==> src/rtl/sync_rx_pkg.sv <==
package sync_rx_pkg;

    typedef enum logic [1:0] {
        SM_ONE  = 2'b00,
        SM_TWO  = 2'b01,
        SM_BITS = 2'b10,
        SM_EXT  = 2'b11
    } sync_mode_e;

    // Length code: 00->w-3, 10->w-2, 01->w-1, 11->w (bit-reversed offset)
    function automatic int char_bits(input logic [1:0] code, input int w);
        return w - 3 + int'({code[0], code[1]});
    endfunction

endpackage

==> src/rtl/sync_rx_hunter.sv <==
module sync_rx_hunter
    import sync_rx_pkg::*;
#(
    parameter int CHAR_W = 8
) (
    input  logic              clk,
    input  logic              rst_n,
    input  logic              clear,
    input  logic              shift,
    input  logic              rx_bit,
    input  logic              ext_sync,
    input  sync_mode_e        mode,
    input  logic [CHAR_W-1:0] sync_a,
    input  logic [CHAR_W-1:0] sync_b,
    output logic              match
);
    localparam int SYNC_W = 2 * CHAR_W;
    localparam int FILL_W = $clog2(SYNC_W + 1);

    typedef struct packed {
        logic [SYNC_W-1:0] sh;
        logic [FILL_W-1:0] fill;
    } hunt_t;

    hunt_t q, d;
    logic [SYNC_W-1:0] nxt_sh;
    logic [FILL_W-1:0] fill_inc;

    always_comb begin
        d        = q;
        nxt_sh   = {rx_bit, q.sh[SYNC_W-1:1]};
        fill_inc = (q.fill == FILL_W'(SYNC_W)) ? q.fill : q.fill + 1'b1;
        match    = 1'b0;
        if (clear) begin
            d = '0;
        end else if (shift) begin
            d.sh   = nxt_sh;
            d.fill = fill_inc;
            unique case (mode)
                SM_ONE:  match = (fill_inc >= FILL_W'(CHAR_W)) &&
                                 (nxt_sh[SYNC_W-1 -: CHAR_W] == sync_b);
                SM_TWO:  match = (fill_inc == FILL_W'(SYNC_W)) &&
                                 (nxt_sh == {sync_b, sync_a});
                SM_EXT:  match = ext_sync;
                default: match = 1'b0;
            endcase
        end
    end

    always_ff @(posedge clk or negedge rst_n) begin
        if (!rst_n) q <= '0;
        else        q <= d;
    end


    fill_bound_chk: assert property (@(posedge clk) disable iff (!rst_n)
        q.fill <= FILL_W'(SYNC_W));

endmodule

==> src/rtl/sync_rx_framer.sv <==
module sync_rx_framer
    import sync_rx_pkg::*;
#(
    parameter int CHAR_W = 8
) (
    input  logic              clk,
    input  logic              rst_n,
    input  logic              clear,
    input  logic              shift,
    input  logic              rx_bit,
    input  logic [1:0]        len_code,
    input  logic              par_en,
    input  logic              par_odd,
    output logic              done,
    output logic [CHAR_W-1:0] data,
    output logic              perr
);
    localparam int CNT_W = $clog2(CHAR_W + 2);

    typedef struct packed {
        logic [CNT_W-1:0]  cnt;
        logic [CHAR_W-1:0] acc;
        logic              par;
    } frm_t;

    frm_t q, d;
    logic [CNT_W-1:0] nbits;
    logic [CNT_W-1:0] total;

    always_comb begin
        d     = q;
        done  = 1'b0;
        data  = '0;
        perr  = 1'b0;
        nbits = CNT_W'(char_bits(len_code, CHAR_W));
        total = nbits + CNT_W'(par_en);
        if (clear) begin
            d = '0;
        end else if (shift) begin
            if (q.cnt < nbits) begin
                d.acc[q.cnt] = rx_bit;
                d.par        = q.par ^ rx_bit;
            end
            if (q.cnt == total - 1'b1) begin
                done = 1'b1;
                data = d.acc;
                perr = par_en && ((q.par ^ rx_bit) != par_odd);
                d    = '0;
            end else begin
                d.cnt = q.cnt + 1'b1;
            end
        end
    end

    always_ff @(posedge clk or negedge rst_n) begin
        if (!rst_n) q <= '0;
        else        q <= d;
    end


    cnt_range_chk: assert property (@(posedge clk) disable iff (!rst_n)
        q.cnt <= CNT_W'(CHAR_W));

endmodule

==> src/rtl/sync_char_rx.sv <==
module sync_char_rx
    import sync_rx_pkg::*;
#(
    parameter int CHAR_W = 8
) (
    input  logic              clk,
    input  logic              rst_n,
    input  logic              bit_en,
    input  logic              rx_bit,
    input  logic              ext_sync,
    input  logic              rx_enable,
    input  logic              auto_en,
    input  logic              carrier,
    input  logic [1:0]        sync_mode,
    input  logic [1:0]        len_code,
    input  logic [CHAR_W-1:0] sync_a,
    input  logic [CHAR_W-1:0] sync_b,
    input  logic              drop_sync,
    input  logic              par_en,
    input  logic              par_odd,
    input  logic              hunt_cmd,
    output logic [CHAR_W-1:0] char_data,
    output logic              char_valid,
    output logic              sync_found,
    output logic              hunting,
    output logic              parity_err
);
    typedef struct packed {
        logic              hunt;
        logic              found;
        logic              valid;
        logic [CHAR_W-1:0] data;
        logic              perr;
    } top_t;

    top_t q, d;
    logic active, restart, match, done, f_perr;
    logic [CHAR_W-1:0] f_data, mask;

    assign active  = rx_enable && (!auto_en || carrier);
    assign restart = !active || hunt_cmd;

    sync_rx_hunter #(.CHAR_W(CHAR_W)) u_hunter (
        .clk      (clk),
        .rst_n    (rst_n),
        .clear    (restart || !q.hunt),
        .shift    (bit_en && q.hunt),
        .rx_bit   (rx_bit),
        .ext_sync (ext_sync),
        .mode     (sync_mode_e'(sync_mode)),
        .sync_a   (sync_a),
        .sync_b   (sync_b),
        .match    (match)
    );

    sync_rx_framer #(.CHAR_W(CHAR_W)) u_framer (
        .clk      (clk),
        .rst_n    (rst_n),
        .clear    (restart || q.hunt),
        .shift    (bit_en && !q.hunt),
        .rx_bit   (rx_bit),
        .len_code (len_code),
        .par_en   (par_en),
        .par_odd  (par_odd),
        .done     (done),
        .data     (f_data),
        .perr     (f_perr)
    );

    always_comb begin
        d       = q;
        d.found = 1'b0;
        d.valid = 1'b0;
        mask    = {CHAR_W{1'b1}} >> (CHAR_W - char_bits(len_code, CHAR_W));
        if (restart) begin
            d.hunt = 1'b1;
        end else if (q.hunt) begin
            if (match) begin
                d.hunt  = 1'b0;
                d.found = 1'b1;
            end
        end else if (done) begin
            if (!(drop_sync && (f_data == (sync_b & mask)))) begin
                d.valid = 1'b1;
                d.data  = f_data;
                d.perr  = f_perr;
            end
        end
    end

    always_ff @(posedge clk or negedge rst_n) begin
        if (!rst_n) begin
            q      <= '0;
            q.hunt <= 1'b1;
        end else begin
            q <= d;
        end
    end

    assign char_data  = q.data;
    assign char_valid = q.valid;
    assign sync_found = q.found;
    assign hunting    = q.hunt;
    assign parity_err = q.perr;


    found_pulse_chk: assert property (@(posedge clk) disable iff (!rst_n)
        sync_found |=> !sync_found);

    found_leaves_hunt_chk: assert property (@(posedge clk) disable iff (!rst_n)
        sync_found |-> !hunting);

    cmd_rehunt_chk: assert property (@(posedge clk) disable iff (!rst_n)
        hunt_cmd |=> hunting);

    inactive_hunt_chk: assert property (@(posedge clk) disable iff (!rst_n)
        !rx_enable |=> hunting);

    no_bitmode_sync_chk: assert property (@(posedge clk) disable iff (!rst_n)
        (hunting && sync_mode == 2'b10) |=> !sync_found);

    valid_outside_hunt_chk: assert property (@(posedge clk) disable iff (!rst_n)
        char_valid |-> !hunting);

    upper_zero_chk: assert property (@(posedge clk) disable iff (!rst_n)
        char_valid |-> ((char_data >> char_bits($past(len_code), CHAR_W)) == '0));

endmodule

==> config.mk <==
export PLATFORM = sky130hd
export DESIGN_NAME = sync_char_rx
export DESIGN_NICKNAME = d
export VERILOG_FILES = /design/src/rtl/sync_rx_pkg.sv /design/src/rtl/sync_rx_hunter.sv /design/src/rtl/sync_rx_framer.sv /design/src/rtl/sync_char_rx.sv
export SDC_FILE = /design/constraint.sdc
export NUM_CORES = 1
export LEC_CHECK = 0
export BUFFER_PORTS_ARGS = -buffer_cell sky130_fd_sc_hd__buf_4
export CAP_MARGIN = 30
export CORE_MARGIN = 3
export CORE_UTILIZATION = 40
export CTS_CLUSTER_SIZE = 20
export DETAILED_ROUTE_END_ITERATION = 10
export SLEW_MARGIN = 20
export SYNTH_ARGS = -nofsm -noshare
export SYNTH_HDL_FRONTEND = slang
export SYNTH_SLANG_ARGS = --single-unit
==> constraint.sdc <==
create_clock -name clk -period 2.7 [get_ports clk]
set_input_delay 0.135 -clock clk [delete_from_list [all_inputs] [get_ports clk]]
set_output_delay 0.135 -clock clk [all_outputs]
set_load 0.01 [all_outputs]
After elaboration in Yosys (flattened, before gate mapping):

Index checks and enable logic that the tools add are counted.

* register bits after elaboration: 46
* input port bits: 32

* $lt $le $gt $ge: 4
* bitwise operators: 5
* muxes and demuxes: 30
* eq/ne operators: 9
* shift operators: 1
* add/subtract/negate cells: 6
* reduce and logical (&&, ||, !) cells: 21

Operators with widths (number)
* $mux W21: 2
* $shr A8 B32 Y8 const A: 1
* $mux W10: 3
* $mux W13: 2
* $mux W8: 3
* $mux W9: 2
* $eq A16 B16 Y1: 1
* $eq A8 B8 Y1: 2
* $mux W11: 1
* $eq A5 B5 Y1 const B: 2
* $mux W1: 10
* $and A8 B8 Y8: 1
* $bwmux W8: 1
* $logic_and A1 B1 Y1: 8
* $add A5 B1 Y5 const B: 1
* $ge A5 B4 Y1 const B: 1
* $mux W5: 1
* $sub A4 B4 Y5 const A: 1
* $add A3 B2 Y4 const A: 1
* $add A4 B1 Y4: 1
* $add A4 B1 Y4 const B: 1
* $eq A4 B4 Y1: 1
* $ge A4 B1 Y1 const B: 1
* $logic_or A1 B1 Y1: 4
* other kinds (18): 24

Logic depth before layout (Yosys ltp):

* depth after elaboration: 15
* gate-level depth with buffers: 12

By module:

From an unflattened synthesis, not the netlist that was laid out.

* cells, all modules: 300
* area, all modules: 2890.3 um^2

By module, submodules not included
* sync_rx_hunter: cells each 117, seq. area each 500.5 um^2, area an instance 1193.6 um^2, instances 1
* sync_rx_framer: cells each 133, seq. area each 325.3 um^2, area an instance 1104.8 um^2, instances 1
* sync_char_rx: cells each 50, seq. area each 301.5 um^2, area an instance 591.8 um^2, instances 1

Least setup slack after synthesis:

No wires, ideal clock.

* kind: input-to-reg
* start: input port len_code[0]
* end: register q (netlist bit char_data[3])
* cell stages on the path: 11
* setup slack: -0.031 ns
* data arrival time: 2.606 ns
* cells stage by stage: inv_1 > ha_1 > buf_4 > nand2b_4 > a221o_1 > a21boi_2 > nor4_2 > or3b_4 > a2111oi_4 > a21oi_4 > mux2_4

* longest elaborated chain between the ends: 11
* elaborated cells between the ends (all ways): 19
* those cells by class: add/sub (4); order compare (1); eq/ne (2); shift (1); mux (7); bitwise (2); reduce/logical (2)

Ends and longest elaborated chain
* start, declared: line sync_char_rx.sv:15 `input logic [1:0] len_code,`
* $add A3 B2 Y4 *: line sync_rx_pkg.sv:12 `return w - 3 + int'({code[0], code[1]});`
* $add A4 B1 Y4: line sync_rx_framer.sv:36 `total = nbits + CNT_W'(par_en);`
* $sub A4 B1 Y4: line sync_rx_framer.sv:44 `if (q.cnt == total - 1'b1) begin`
* $eq A4 B4 Y1: line sync_rx_framer.sv:44
* $mux W8: line sync_rx_framer.sv:44
* $mux W8: line sync_rx_framer.sv:39 `end else if (shift) begin`
* $mux W8: line sync_rx_framer.sv:37 `if (clear) begin`
* $eq A8 B8 Y1: line sync_char_rx.sv:83 `if (!(drop_sync && (f_data == (sync_b & mask)))) begin`
* $logic_and A1 B1 Y1: line sync_char_rx.sv:83
* $not A1 Y1 (no line)
* $reduce_and A4 Y1 (no line)
* end, declared: line sync_char_rx.sv:36 `top_t q, d;`

Mark *: on every way between the ends. The rest lies on a longest branch, timed or not. The select of a mux whose other input is x is not followed.
A chain may end at the register's enable or synchronous reset.

Worst setup path in the final report:

* start: register u_framer.q[11] (netlist bit)
* end: register q (netlist bit char_data[3])

* longest elaborated chain between the ends: 13
* elaborated cells between the ends (all ways): 19
* those cells by class: order compare (3); eq/ne (2); mux (10); bitwise (1); reduce/logical (3)

Ends and longest elaborated chain
* start, declared: line sync_rx_framer.sv:26 `frm_t q, d;`
* $ge A4 B1 Y1 (not written as such) / $lt A4 B4 Y1 (equally long branches): line sync_rx_framer.sv:41 `d.acc[q.cnt] = rx_bit;`
* $logic_and A1 B1 Y1 (not written as such): line sync_rx_framer.sv:41
* $mux W1 (not written as such): line sync_rx_framer.sv:41
* $demux W1 S3
* $bwmux W8: line sync_rx_framer.sv:41
* $mux W9: line sync_rx_framer.sv:40 `if (q.cnt < nbits) begin`
* $mux W8: line sync_rx_framer.sv:44
* $mux W8: line sync_rx_framer.sv:39
* $mux W8: line sync_rx_framer.sv:37
* $eq A8 B8 Y1: line sync_char_rx.sv:83
* $logic_and A1 B1 Y1: line sync_char_rx.sv:83
* $not A1 Y1 (no line)
* $reduce_and A4 Y1 (no line)

Parallel ways exist; a longest one is shown, timed or not. The select of a mux whose other input is x is not followed.

==> out/qor.yml <==
outcome:
  outcome: "finished with violations"
  violations: "negative setup slack"
power_and_ir_drop:
  finalPower_mw: 1.42
  leakage_nw: 1.82
  p_per_area_nw_per_um2: 357
  ir_worst_vdd_mv: 0.221
setup_path:
  reg2reg_depth: 9
  worst-path-stages: 9
  path_max_fanout: 8
  worstSetupEndpointType: "flip-flop"
  max_stage_delay_ps: 430
  crit_buf_inv: 1
  cp.required_ps: 2890
  crit_family: "compound AO/OA/AOI/OAI gates"
  start_kind: "flip-flop"
  crit_type: "reg2reg"
  crit_path_cell_trace: "buf_4 -> nand2b_4 -> a221o_1 -> a21boi_2 -> nor4_2 -> or3b_4 -> a2111oi_4 -> a21oi_4 -> mux2_4"
  crit_slowest_cell: "dfrtp_2"
  cp.arrival_ps: 2940
synthesis:
  synth_nets: 361
  yosysWarnings: 0
  ys_seq_area_share_pct: 36.6
  synthCells: 320
  ys.flop_type: "dfrtp_1"
  synthArstFlopShare_pct: 100
  syn_area_sq_um: 3080
  yosys_register_bits: 45
  synthDistinctLibCells: 65
  syn_area_per_cell_sq_um: 9.62
  synth-edff-count: 0
hold_path:
  hp-class: "in2reg"
  hold_depth: 3
detailed_routing:
  drtAntennaViolNets: 0
  via_per_inst: 5.18
  wl_per_cell_um: 14.8
  drc_errors: 0
  wl_mm: 7.52
  firstDrtPassIters: 4
  initialDrtViolationCount: 96
  vias: 2627
timing:
  setup_slack_ps: -51.6
  fmaxAchievable_mhz: 363
  post-route-period-util_pct: 102
  worst_clock_skew_ps: 13.1
  rsz0062_at_grt: "yes"
  slew-limit-headroom_pct: 60.9
  final.min_clock_period_ps: 2750
  hold_viol: 0
  finalSetupViolCount: 7
  worst_pin_slew_ps: 585
  tns_ps: -264
  drv_slew: 0
layout:
  drive_gt1_share_pct: 32.1
  fin_area_sq_um: 3980
  syn_to_final_growth_pct: 29.2
  nets: 448
  layout_commonest_cell: "buf_4"
  antenna_cells: 0
  fin_util_pct: 54.0
  mostFrequentLayoutCells: "buf_4, dfrtp_1, nor2_1, mux2i_1, nand2_1"
die:
  io_pins: 44
  die_w_um: 93.7
  start_util_pct: 41.8
  die-area_sq_um: 8790
  die_h_um: 93.7
  core_sq_um: 7370
  row_count: 31
cts:
  h-tree-depth: 2
  clock_sinks: 45
  path_clk_slew_ps: 90
  cts_tree: "done"
  clk_latency_ps: 300
  cts_made_buffers: 5
  cts-root-buf: "clkbuf_8"
  clk_path_buf_depth: 2
placement:
  post-dp-hpwl_mm: 5.80
  placed_cell_area_sq_um: 3760
  place_ws_ps: -153
  gp_congestion: 0.858
  portBuffers: 43
global_route:
  grt_pass1_vias: 2632
  grt_util_all_layers_pct: 18.3
  grt.overflow.total: 0
  antenna_found_initial: 0
  grt_pass1_wl_mm: 12.7
  grt_max_degree: 46
flow_run:
  maxCapViolCount: 0
[metrics by stage]
stage / hold WS, ps / cells
2_1_floorplan: -161 / 320
3_3_place_gp: 192 / 492
3_5_place_dp: 186 / 492
4_1_cts: 128 / 506
5_1_grt: 161 / 507
6_report: 140 / 507
[state kept, by name, indices dropped and copies added, names as in the netlist]
signal,flops
u_hunter.q,5
sync_found,1
u_framer.q,13
hunting,1
parity_err,1
u_hunter.nxt_sh,15
char_data,8
char_valid,1
[Yosys cell counts, types with 5 or more instances]
master | count | area share, %
dfrtp_1 | 44 | 36
nor2_1 | 37 | 4.5
mux2i_1 | 22 | 7.2
nand2_1 | 21 | 2.6
xnor2_1 | 17 | 4.8
inv_1 | 15 | 1.8
o21ai_0 | 15 | 2.4
xor2_1 | 11 | 3.1
ha_1 | 9 | 3.7
a21oi_1 | 8 | 1.3
nand2b_1 | 8 | 1.6
nand3_1 | 6 | 0.98
nor2b_1 | 6 | 1.2
and2_1 | 5 | 1.0
mux2_4 | 5 | 2.4
[path summary, 6_finish.rpt]
kind,from,to,slack [ps]
max in group asynchronous,rst_n,u_framer.q[6],1920
max,u_framer.q[11],char_data[3],-50
max reg2reg,u_framer.q[11],char_data[3],-50
min,sync_b[2],char_data[2],140
min reg2reg,u_framer.q[2],u_framer.q[2],510
min in group asynchronous,rst_n,u_framer.q[11],360
[report_power, final]
group	internal (mW)	switching (mW)
Sequential	0.676	0.00191
Clock	0.280	0.241
Combinational	0.108	0.114
Total	1.06	0.357
[worst register-to-register path, cell delays in order, from the launching register on]
cell and delay (ps):
dfrtp_2 430, buf_4 140, nand2b_4 50, a221o_1 360, a21boi_2 220, nor4_2 80
or3b_4 410, a2111oi_4 440, a21oi_4 180, mux2_4 330
[layer usage]
metal	vias up	GRT usage [%]	wire, um
met5	-	0	0
met4	0	4.21	75
met3	7	3.77	355
met2	49	30.6	3710
met1	1255	24.1	3380
li1	1316	-	-
[cells by family after synthesis]
family / share of synthesized area [%]
XOR/XNOR: 7.96
multiplexers: 10.3
AO/OA/AOI/OAI: 16.9
adder cells (fa/ha/maj): 3.66
flip-flops: 36.6
AND/OR/NAND/NOR: 19.9
buffers and inverters: 4.63
[cell type report]
class                           instances  area [sq um]
Clock buffer                            6          72.6
Clock inverter                          2          38.8
Fill cell                             719          3390
Inverter                               15          56.3
Multi-Input combinational cell        247          1850
Sequential cell                        45          1130
Tap cell                               99           124
Timing Repair Buffer                   93           704
[repair_timing]
item,in CTS,in global routing
hold buffers,1,0
endpoints found under the setup margin,8,9
gates resized for setup,10,4
pin swaps,8,4
hold endpoints to repair,44,0
setup buffers,5,1
Power figures use the tool's default switching activity.
